<file path="config.mk">
export PLATFORM = sky130hd
export DESIGN_NAME = llsc_monitor
export DESIGN_NICKNAME = d
export VERILOG_FILES = /design/src/rtl/llsc_pkg.sv /design/src/rtl/llsc_resv_slot.sv /design/src/rtl/llsc_order.sv /design/src/rtl/llsc_regfile.sv /design/src/rtl/llsc_monitor.sv
export SDC_FILE = /design/constraint.sdc
export NUM_CORES = 1
export LEC_CHECK = 0
export CAP_MARGIN = 0
export CORE_AREA = 3 3 150 152
export CTS_CLUSTER_DIAMETER = 80
export CTS_CLUSTER_SIZE = 10
export DETAILED_ROUTE_END_ITERATION = 8
export DIE_AREA = 0 0 153 155
export HOLD_SLACK_MARGIN = 0.05
export PLACE_DENSITY = 0.81
export SLEW_MARGIN = 30
export SYNTH_ARGS = -nofsm -noshare
export SYNTH_HDL_FRONTEND = slang
export SYNTH_SLANG_ARGS = --single-unit
export TNS_END_PERCENT = 10
</file>
<file path="constraint.sdc">
create_clock -name clk -period 5.75 [get_ports clk]
set_input_delay 0.575 -clock clk [delete_from_list [all_inputs] [get_ports clk]]
set_output_delay 0.575 -clock clk [all_outputs]
set_load 0.005 [all_outputs]
</file>
<file path="src/rtl/llsc_pkg.sv">
package llsc_pkg;
  typedef enum logic [1:0] {
    OP_NONE = 2'b00,
    OP_LL   = 2'b01,
    OP_SC   = 2'b10,
    OP_ST   = 2'b11
  } op_e;
endpackage

</file>
<file path="src/rtl/llsc_resv_slot.sv">
module llsc_resv_slot #(
  parameter int ADDR_W = 4
) (
  input  logic              clk,
  input  logic              rst,
  input  logic              set_i,
  input  logic              set_valid_i,
  input  logic [ADDR_W-1:0] set_addr_i,
  input  logic              kill_i,
  output logic              valid_o,
  output logic [ADDR_W-1:0] addr_o
);
  always_ff @(posedge clk) begin
    if (rst) begin
      valid_o <= 1'b0;
      addr_o  <= '0;
    end else if (set_i) begin
      valid_o <= set_valid_i;
      addr_o  <= set_addr_i;
    end else if (kill_i) begin
      valid_o <= 1'b0;
    end
  end
endmodule

</file>
<file path="src/rtl/llsc_order.sv">
module llsc_order import llsc_pkg::*; #(
  parameter int N_PORTS = 3,
  parameter int ADDR_W  = 4
) (
  input  logic [N_PORTS-1:0][1:0]        op_i,
  input  logic [N_PORTS-1:0][ADDR_W-1:0] addr_i,
  input  logic [N_PORTS-1:0]             resv_valid_i,
  input  logic [N_PORTS-1:0][ADDR_W-1:0] resv_addr_i,
  input  logic                           snoop_valid_i,
  input  logic [ADDR_W-1:0]              snoop_addr_i,
  output logic [N_PORTS-1:0]             wr_en_o,
  output logic [N_PORTS-1:0]             sc_ok_o,
  output logic [N_PORTS-1:0]             kill_o,
  output logic [N_PORTS-1:0]             ll_keep_o
);
  always_comb begin
    logic [N_PORTS-1:0] we;
    logic [N_PORTS-1:0] ok;
    logic               earlier;
    logic               hit;
    we = '0;
    ok = '0;
    for (int i = 0; i < N_PORTS; i++) begin
      earlier = 1'b0;
      for (int j = 0; j < i; j++)
        if (we[j] && addr_i[j] == addr_i[i]) earlier = 1'b1;
      hit = snoop_valid_i && snoop_addr_i == addr_i[i];
      ok[i] = op_e'(op_i[i]) == OP_SC && resv_valid_i[i] &&
              resv_addr_i[i] == addr_i[i] && !hit && !earlier;
      we[i] = op_e'(op_i[i]) == OP_ST || ok[i];
    end
    for (int k = 0; k < N_PORTS; k++) begin
      kill_o[k]    = snoop_valid_i && snoop_addr_i == resv_addr_i[k];
      ll_keep_o[k] = !(snoop_valid_i && snoop_addr_i == addr_i[k]);
      for (int j = 0; j < N_PORTS; j++) begin
        if (we[j] && addr_i[j] == resv_addr_i[k]) kill_o[k] = 1'b1;
        if (we[j] && addr_i[j] == addr_i[k]) ll_keep_o[k] = 1'b0;
      end
    end
    wr_en_o = we;
    sc_ok_o = ok;
  end
endmodule

</file>
<file path="src/rtl/llsc_regfile.sv">
module llsc_regfile #(
  parameter int N_PORTS = 3,
  parameter int ADDR_W  = 4,
  parameter int DATA_W  = 8
) (
  input  logic                           clk,
  input  logic [N_PORTS-1:0]             we_i,
  input  logic [N_PORTS-1:0][ADDR_W-1:0] waddr_i,
  input  logic [N_PORTS-1:0][DATA_W-1:0] wdata_i,
  input  logic [N_PORTS-1:0][ADDR_W-1:0] raddr_i,
  output logic [N_PORTS-1:0][DATA_W-1:0] rdata_o
);
  localparam int DEPTH = 1 << ADDR_W;
  logic [DATA_W-1:0] mem [DEPTH];

  // Ascending loop: a higher port's write lands last, matching port order.
  always_ff @(posedge clk) begin
    for (int i = 0; i < N_PORTS; i++)
      if (we_i[i]) mem[waddr_i[i]] <= wdata_i[i];
  end

  always_ff @(posedge clk) begin
    for (int i = 0; i < N_PORTS; i++)
      rdata_o[i] <= mem[raddr_i[i]];
  end
endmodule

</file>
<file path="src/rtl/llsc_monitor.sv">
module llsc_monitor import llsc_pkg::*; #(
  parameter int N_PORTS = 3,
  parameter int ADDR_W  = 4,
  parameter int DATA_W  = 8
) (
  input  logic                        clk,
  input  logic                        rst,
  input  logic [N_PORTS*2-1:0]        req_op,
  input  logic [N_PORTS*ADDR_W-1:0]   req_addr,
  input  logic [N_PORTS*DATA_W-1:0]   req_wdata,
  input  logic                        snoop_valid,
  input  logic [ADDR_W-1:0]           snoop_addr,
  output logic [N_PORTS-1:0]          rsp_valid,
  output logic [N_PORTS-1:0]          rsp_ok,
  output logic [N_PORTS-1:0]          rsp_commit,
  output logic [N_PORTS*DATA_W-1:0]   rsp_rdata
);
  logic [N_PORTS-1:0][1:0]        op_a;
  logic [N_PORTS-1:0][ADDR_W-1:0] addr_a;
  logic [N_PORTS-1:0][DATA_W-1:0] wd_a;
  logic [N_PORTS-1:0][DATA_W-1:0] rd_a;
  logic [N_PORTS-1:0]             resv_valid;
  logic [N_PORTS-1:0][ADDR_W-1:0] resv_addr;
  logic [N_PORTS-1:0]             wr_en, sc_ok, kill, ll_keep;

  for (genvar g = 0; g < N_PORTS; g++) begin : g_port
    assign op_a[g]   = req_op[2*g +: 2];
    assign addr_a[g] = req_addr[g*ADDR_W +: ADDR_W];
    assign wd_a[g]   = req_wdata[g*DATA_W +: DATA_W];
    assign rsp_rdata[g*DATA_W +: DATA_W] = rd_a[g];

    llsc_resv_slot #(.ADDR_W(ADDR_W)) u_slot (
      .clk        (clk),
      .rst        (rst),
      .set_i      (op_e'(op_a[g]) == OP_LL),
      .set_valid_i(ll_keep[g]),
      .set_addr_i (addr_a[g]),
      .kill_i     (kill[g]),
      .valid_o    (resv_valid[g]),
      .addr_o     (resv_addr[g])
    );

    always_ff @(posedge clk) begin
      if (rst) begin
        rsp_valid[g]  <= 1'b0;
        rsp_ok[g]     <= 1'b0;
        rsp_commit[g] <= 1'b0;
      end else begin
        rsp_valid[g]  <= op_e'(op_a[g]) != OP_NONE;
        rsp_ok[g]     <= sc_ok[g];
        rsp_commit[g] <= wr_en[g];
      end
    end
  end

  llsc_order #(.N_PORTS(N_PORTS), .ADDR_W(ADDR_W)) u_order (
    .op_i         (op_a),
    .addr_i       (addr_a),
    .resv_valid_i (resv_valid),
    .resv_addr_i  (resv_addr),
    .snoop_valid_i(snoop_valid),
    .snoop_addr_i (snoop_addr),
    .wr_en_o      (wr_en),
    .sc_ok_o      (sc_ok),
    .kill_o       (kill),
    .ll_keep_o    (ll_keep)
  );

  llsc_regfile #(.N_PORTS(N_PORTS), .ADDR_W(ADDR_W), .DATA_W(DATA_W)) u_mem (
    .clk    (clk),
    .we_i   (wr_en),
    .waddr_i(addr_a),
    .wdata_i(wd_a),
    .raddr_i(addr_a),
    .rdata_o(rd_a)
  );
endmodule

</file>
# After elaboration in Yosys (flattened, before gate mapping)
# Memories as Yosys holds them, arrays and structs flattened. A register that Yosys moved wholly into a read port is not among the register bits.
# Index checks and enable logic that the tools add are counted.
dict set report op_classes {
  n_reduce_logical 46
  eq_ne 33
  muxes 33
}
# operator n
set ops {}
lappend ops {{4-bit == test} 24}
lappend ops {{1-bit two-way mux} 33}
lappend ops {{1-bit logical AND} 32}
lappend ops {{2-bit == test, second input constant} 6}
lappend ops {{2-bit nonzero test} 6}
lappend ops {{2-bit by 1-bit == test with 1-bit output, second input constant} 3}
lappend ops {{1-bit logical NOT} 5}
lappend ops {{1-bit logical OR} 3}
dict set report word_totals {
  reg_bits 24
  memories 1
  mem_bits_rw 128
  word_cells 128
}
# memory depth word_bits rd rd_clocked_by_memory_dff wr line
set memory_table {}
lappend memory_table {u_mem.mem 16 8 3 3 3 llsc_regfile.sv:14} ;# logic [DATA_W-1:0] mem [DEPTH];

# Longest topological paths before layout
dict set report depth {
  depth_word 19
  depth_mapped 11
}

# By module
# From an unflattened synthesis, not the netlist that was laid out.
dict set report unflattened {
  cells_unflattened 1326
  hier_area_um2 12993.7
}
# module n_inst cells_each seq_area_each_um2 area_per_inst_um2
set by_module_without_submodules {}
lappend by_module_without_submodules {llsc_regfile 1 1096 4324.1 10929.2}
lappend by_module_without_submodules {llsc_order 1 158 0.0 1246.2}
lappend by_module_without_submodules {llsc_resv_slot 3 17 100.1 183.9}
lappend by_module_without_submodules {llsc_monitor 1 21 180.2 266.5}

# Worst setup path before layout
# No wires, ideal clock.
dict set report synth_timing {
  path_type {in2reg}
  startpoint {input port req_addr[5]}
  endpoint {memory u_mem.mem[1][0], enable pin}
  t_required_ns 5.335
  n_path_buf 2
  stages 10
  setup_time_ns 0.415
  arrival_ns 3.107
  slack_ns 2.227
  path_cell_list {buf_2 > xnor2_1 > nand4_1 > or3_1 > a311oi_2 > a22oi_2 > buf_4 > o211a_1 > o211ai_2 > o311ai_0}
}
# item line
set synth_rtl {}
lappend synth_rtl {{start, declared} llsc_monitor.sv:9} ;# input logic [N_PORTS*ADDR_W-1:0] req_addr,
lappend synth_rtl {{end, declared} llsc_regfile.sv:14}

==> flow_metrics.env <==
export IMPL_outcome="finished clean"
export IMPL_power_frac_clock_pct=36.8
export IMPL_antenna_found_initial=3
export IMPL_synth_cell_type_count=63
export IMPL_muxShareOfSynthArea_pct=45.1
export IMPL_tns_ps=0
export IMPL_cts_hold_buffers=0
export IMPL_tritoncts="built"
export IMPL_htree_levels=4
export IMPL_path_clk_slew_ps=80
export IMPL_io_buffers=81
export IMPL_rows=53
export IMPL_dp_hpwl_mm=26.3
export IMPL_numCtsBuffers=17
export IMPL_maxCapViolCount=0
export IMPL_die_w_um=153
export IMPL_hold_path_depth=3
export IMPL_slew_headroom_pct=34.4
export IMPL_hp_class="input pin to flip-flop"
export IMPL_period_share_pct=75.6
export IMPL_rr_endpoint="u_mem.mem[0][3]"
export IMPL_cts_resized=0
export IMPL_layout_nets=999
export IMPL_power_density_mw_per_mm2=228
export IMPL_syn_area_mm2=0.0129
export IMPL_drcViolationCount=0
export IMPL_worstPathCellList="clkdlybuf4s50_1 > xnor2_1 > nand4_1 > nor3b_1 > nand3_1 > a22oi_2 > a41oi_1 > buf_4 > nor4_4 > nand3b_1"
export IMPL_critPathKind="input pin to flip-flop"
export IMPL_post_synth_most_frequent_cells="mux2_2 (220), edfxtp_1 (128), mux4_2 (120)"
export IMPL_grt_start_max_net_pins=40
export IMPL_p_sw_share_pct=27.8
export IMPL_synth_seq_cells=176
export IMPL_ys_warn_count=0
export IMPL_cp_end_kind="flip-flop"
export IMPL_clk_latency_ps=450
export IMPL_finalSetupViolations=0
export IMPL_nFillCells=1451
export IMPL_die_area_mm2=0.0237
export IMPL_grt_use_total_pct=32.8
export IMPL_reg2regPathDepth=9
export IMPL_synthMostInstantiatedCell="mux2_2"
export IMPL_r2r_start="g_port[0].u_slot.addr_o[3]"
export IMPL_p_sw_w=0.000909
export IMPL_wl_per_cell_um=31.2
export IMPL_yosys_most_used_dff="edfxtp_1"
export IMPL_drive_above_1_share_pct=48.0
export IMPL_postCtsSetupBuffers=0
export IMPL_grt_pass1_vias=8962
export IMPL_wirelength_mm=38.6
export IMPL_synth_edf_count=128
export IMPL_irDropWorstVdd_mv=0.173
export IMPL_reg2reg_slack_ps=1690
export IMPL_cts_root_buf="clkbuf_16"
export IMPL_instances_no_fill=1238
export IMPL_worst_path_max_delay_cell="a22oi_2"
export IMPL_synthSimpleGateAreaFrac_pct=6.75
export IMPL_cts_buffer_depth=2
export IMPL_synth_area_leader_cell="edfxtp_1"
export IMPL_synth_nets=979
export IMPL_place_congestion=0.979
export IMPL_placed_cells=1205
export IMPL_drt_pre_antenna_iters=6
export IMPL_final_max_slew_violation_count=0
export IMPL_tightest_slew_ps=981
export IMPL_power_leakage_nw=4.84
export IMPL_seq_power_share_pct=44.1
export IMPL_cpPeakStageDelay_ps=730
export IMPL_ys_top_cells_by_area="edfxtp_1 (30%), mux4_2 (21%), mux2_2 (19%), dfxtp_1 (7.4%), mux2_4 (3.7%)"
export IMPL_rsz0062_at_grt="false"
export IMPL_skew_ps=15.5
export IMPL_vias_per_cell=7.34
export IMPL_worstSetupStartpointType="input pin"
export IMPL_coreArea_mm2=0.0212
export IMPL_start_util_pct=61.1
export IMPL_syn_to_final_growth_pct=11.1
export IMPL_die_h_um=155
export IMPL_synthCells=930
export IMPL_synth_adder_area_share_pct=0
export IMPL_antennaDiodeCount=0
export IMPL_crit_fanout=19
export IMPL_ant_nets=0
export IMPL_p_int_w=0.00236
export IMPL_holdPathEnd="g_port[0].u_slot.addr_o[1]"
export IMPL_required_ps=5840
export IMPL_max_freq_mhz=230
export IMPL_yosysSeqAreaShare_pct=37.2
export IMPL_grt_pass1_wl_mm=58.2
export IMPL_synthXorXnorAreaFrac_pct=4.88
export IMPL_hp_start="req_addr[1]"
export IMPL_synth_top_family_by_area="multiplexers"
export IMPL_syn_avg_cell_area_um2=13.9
export IMPL_arrival_ps=4440
export IMPL_power_w=0.00327
export IMPL_drt_iter0_markers=1273
export IMPL_pin_count=82
export IMPL_hold_violations=0
export IMPL_hold_slack_ps=597
export IMPL_combPwrFrac_pct=19.1
export IMPL_synth_top_area_share_pct=29.7
export IMPL_grt_ovfl_total=0
export IMPL_fin_crit_ps=4350
export IMPL_ys_async_sr_fraction_pct=0
export IMPL_synth_compound_area_share_pct=2.46
export IMPL_clock_sinks=176
export IMPL_vias=9090
-- placed cells by master (no fill, tap or decap), types with 4 or more instances in the layout --
cell             netlist  routed
nor4_1                 5       5
nand2_1               18      18
dfxtp_1               48      48
clkbuf_16              0      19
xnor2_1               37      37
mux2_4                32      32
nor2b_1                6       6
clkdlybuf4s50_1        0      75
mux2i_1               12      12
buf_2                 19       6
nand3_1                8       8
nor2_1                36      36
nand3b_1               8       8
inv_6                  0       6
o211ai_1               5       5
edfxtp_1             128     128
mux2_2               220     220
or4_1                  6       6
nor2_2                 9       9
inv_1                  4       4
nand2b_1               6       6
nor3_2                 4       4
o221ai_1               4       4
nand4_1                8       8
nor3_1                 6       6
mux4_2               120     120
xor2_1                35      35
mux2_1                 4       4
buf_4                  6      22
or3_1                 10      10
-- per-layer routing --
layer	wire, um	GRT usage (%)	up-vias
met3	5160	9.60	119
met2	17500	49.8	697
met5	41	0	-
met1	14600	46.1	4557
li1	-	-	3711
met4	1250	10.9	6
-- final cells by class --
class,instances,area [um^2],area share [%]
clock buffers,20,489,3.41
clock inverters,12,106,0.740
inverters,4,15.0,0.105
multi-input cells,647,7650,53.3
flip-flops and latches,176,4800,33.4
well taps,275,344,2.40
repair buffers,104,953,6.64
-- kinds of logic after synthesis --
family	after synthesis
buf+inv	107
compound gates	39
mux	388
xor+xnor	72
flops	176
simple gates	148
-- power groups by stage --
stage               combinational [W]  clock [W]  sequential (W)
finish                       0.000623    0.00120         0.00144
detailed placement           0.000605          0         0.00147
global placement             0.000596          0         0.00147
global route                 0.000653    0.00125         0.00145
CTS                          0.000609    0.00121         0.00144
floorplan                    0.000399          0         0.00146
-- stage by stage --
| step | setup slack [ps] | area, um^2 | util [%] |
|---|---|---|---|
| floorplan | 2230 | 12900 | - |
| global placement | 1110 | 13800 | 65.0 |
| detailed placement | 1090 | 13800 | 65.0 |
| CTS | 1500 | 14400 | 67.8 |
| global route | 1140 | 14400 | 67.9 |
| finish | 1400 | 14400 | 67.9 |
-- critical path: cells and delay by family --
family                    cells  cell delay [ps]
buffers and inverters         2              970
AOI/OAI and AO/OA             2              950
and+or+nand+nor               5             1780
xor gates and xnor gates      1              160
-- how the worst max path moves through the flow --
stage	from	endpoint	cells after the start	slack, ps
final	req_addr[2]	u_mem.mem[0][3]	10	1400
after detailed placement	req_addr[6]	u_mem.mem[6][5]	10	1090
after global routing	req_addr[2]	u_mem.mem[0][3]	10	1140
after CTS	req_addr[6]	u_mem.mem[6][6]	10	1500
after global placement	req_addr[6]	u_mem.mem[6][5]	10	1110
after floorplan	req_addr[5]	u_mem.mem[1][0]	10	2230
-- state kept, by name, summed over array words and instances (netlist names) --
signal,cells
u_mem.mem,128
u_mem.rdata_o,24
g_port.u_slot.addr_o,12
g_port.u_slot.valid_o,3
rsp_commit,3
rsp_ok,3
rsp_valid,3
Power figures use the tool's default switching activity.
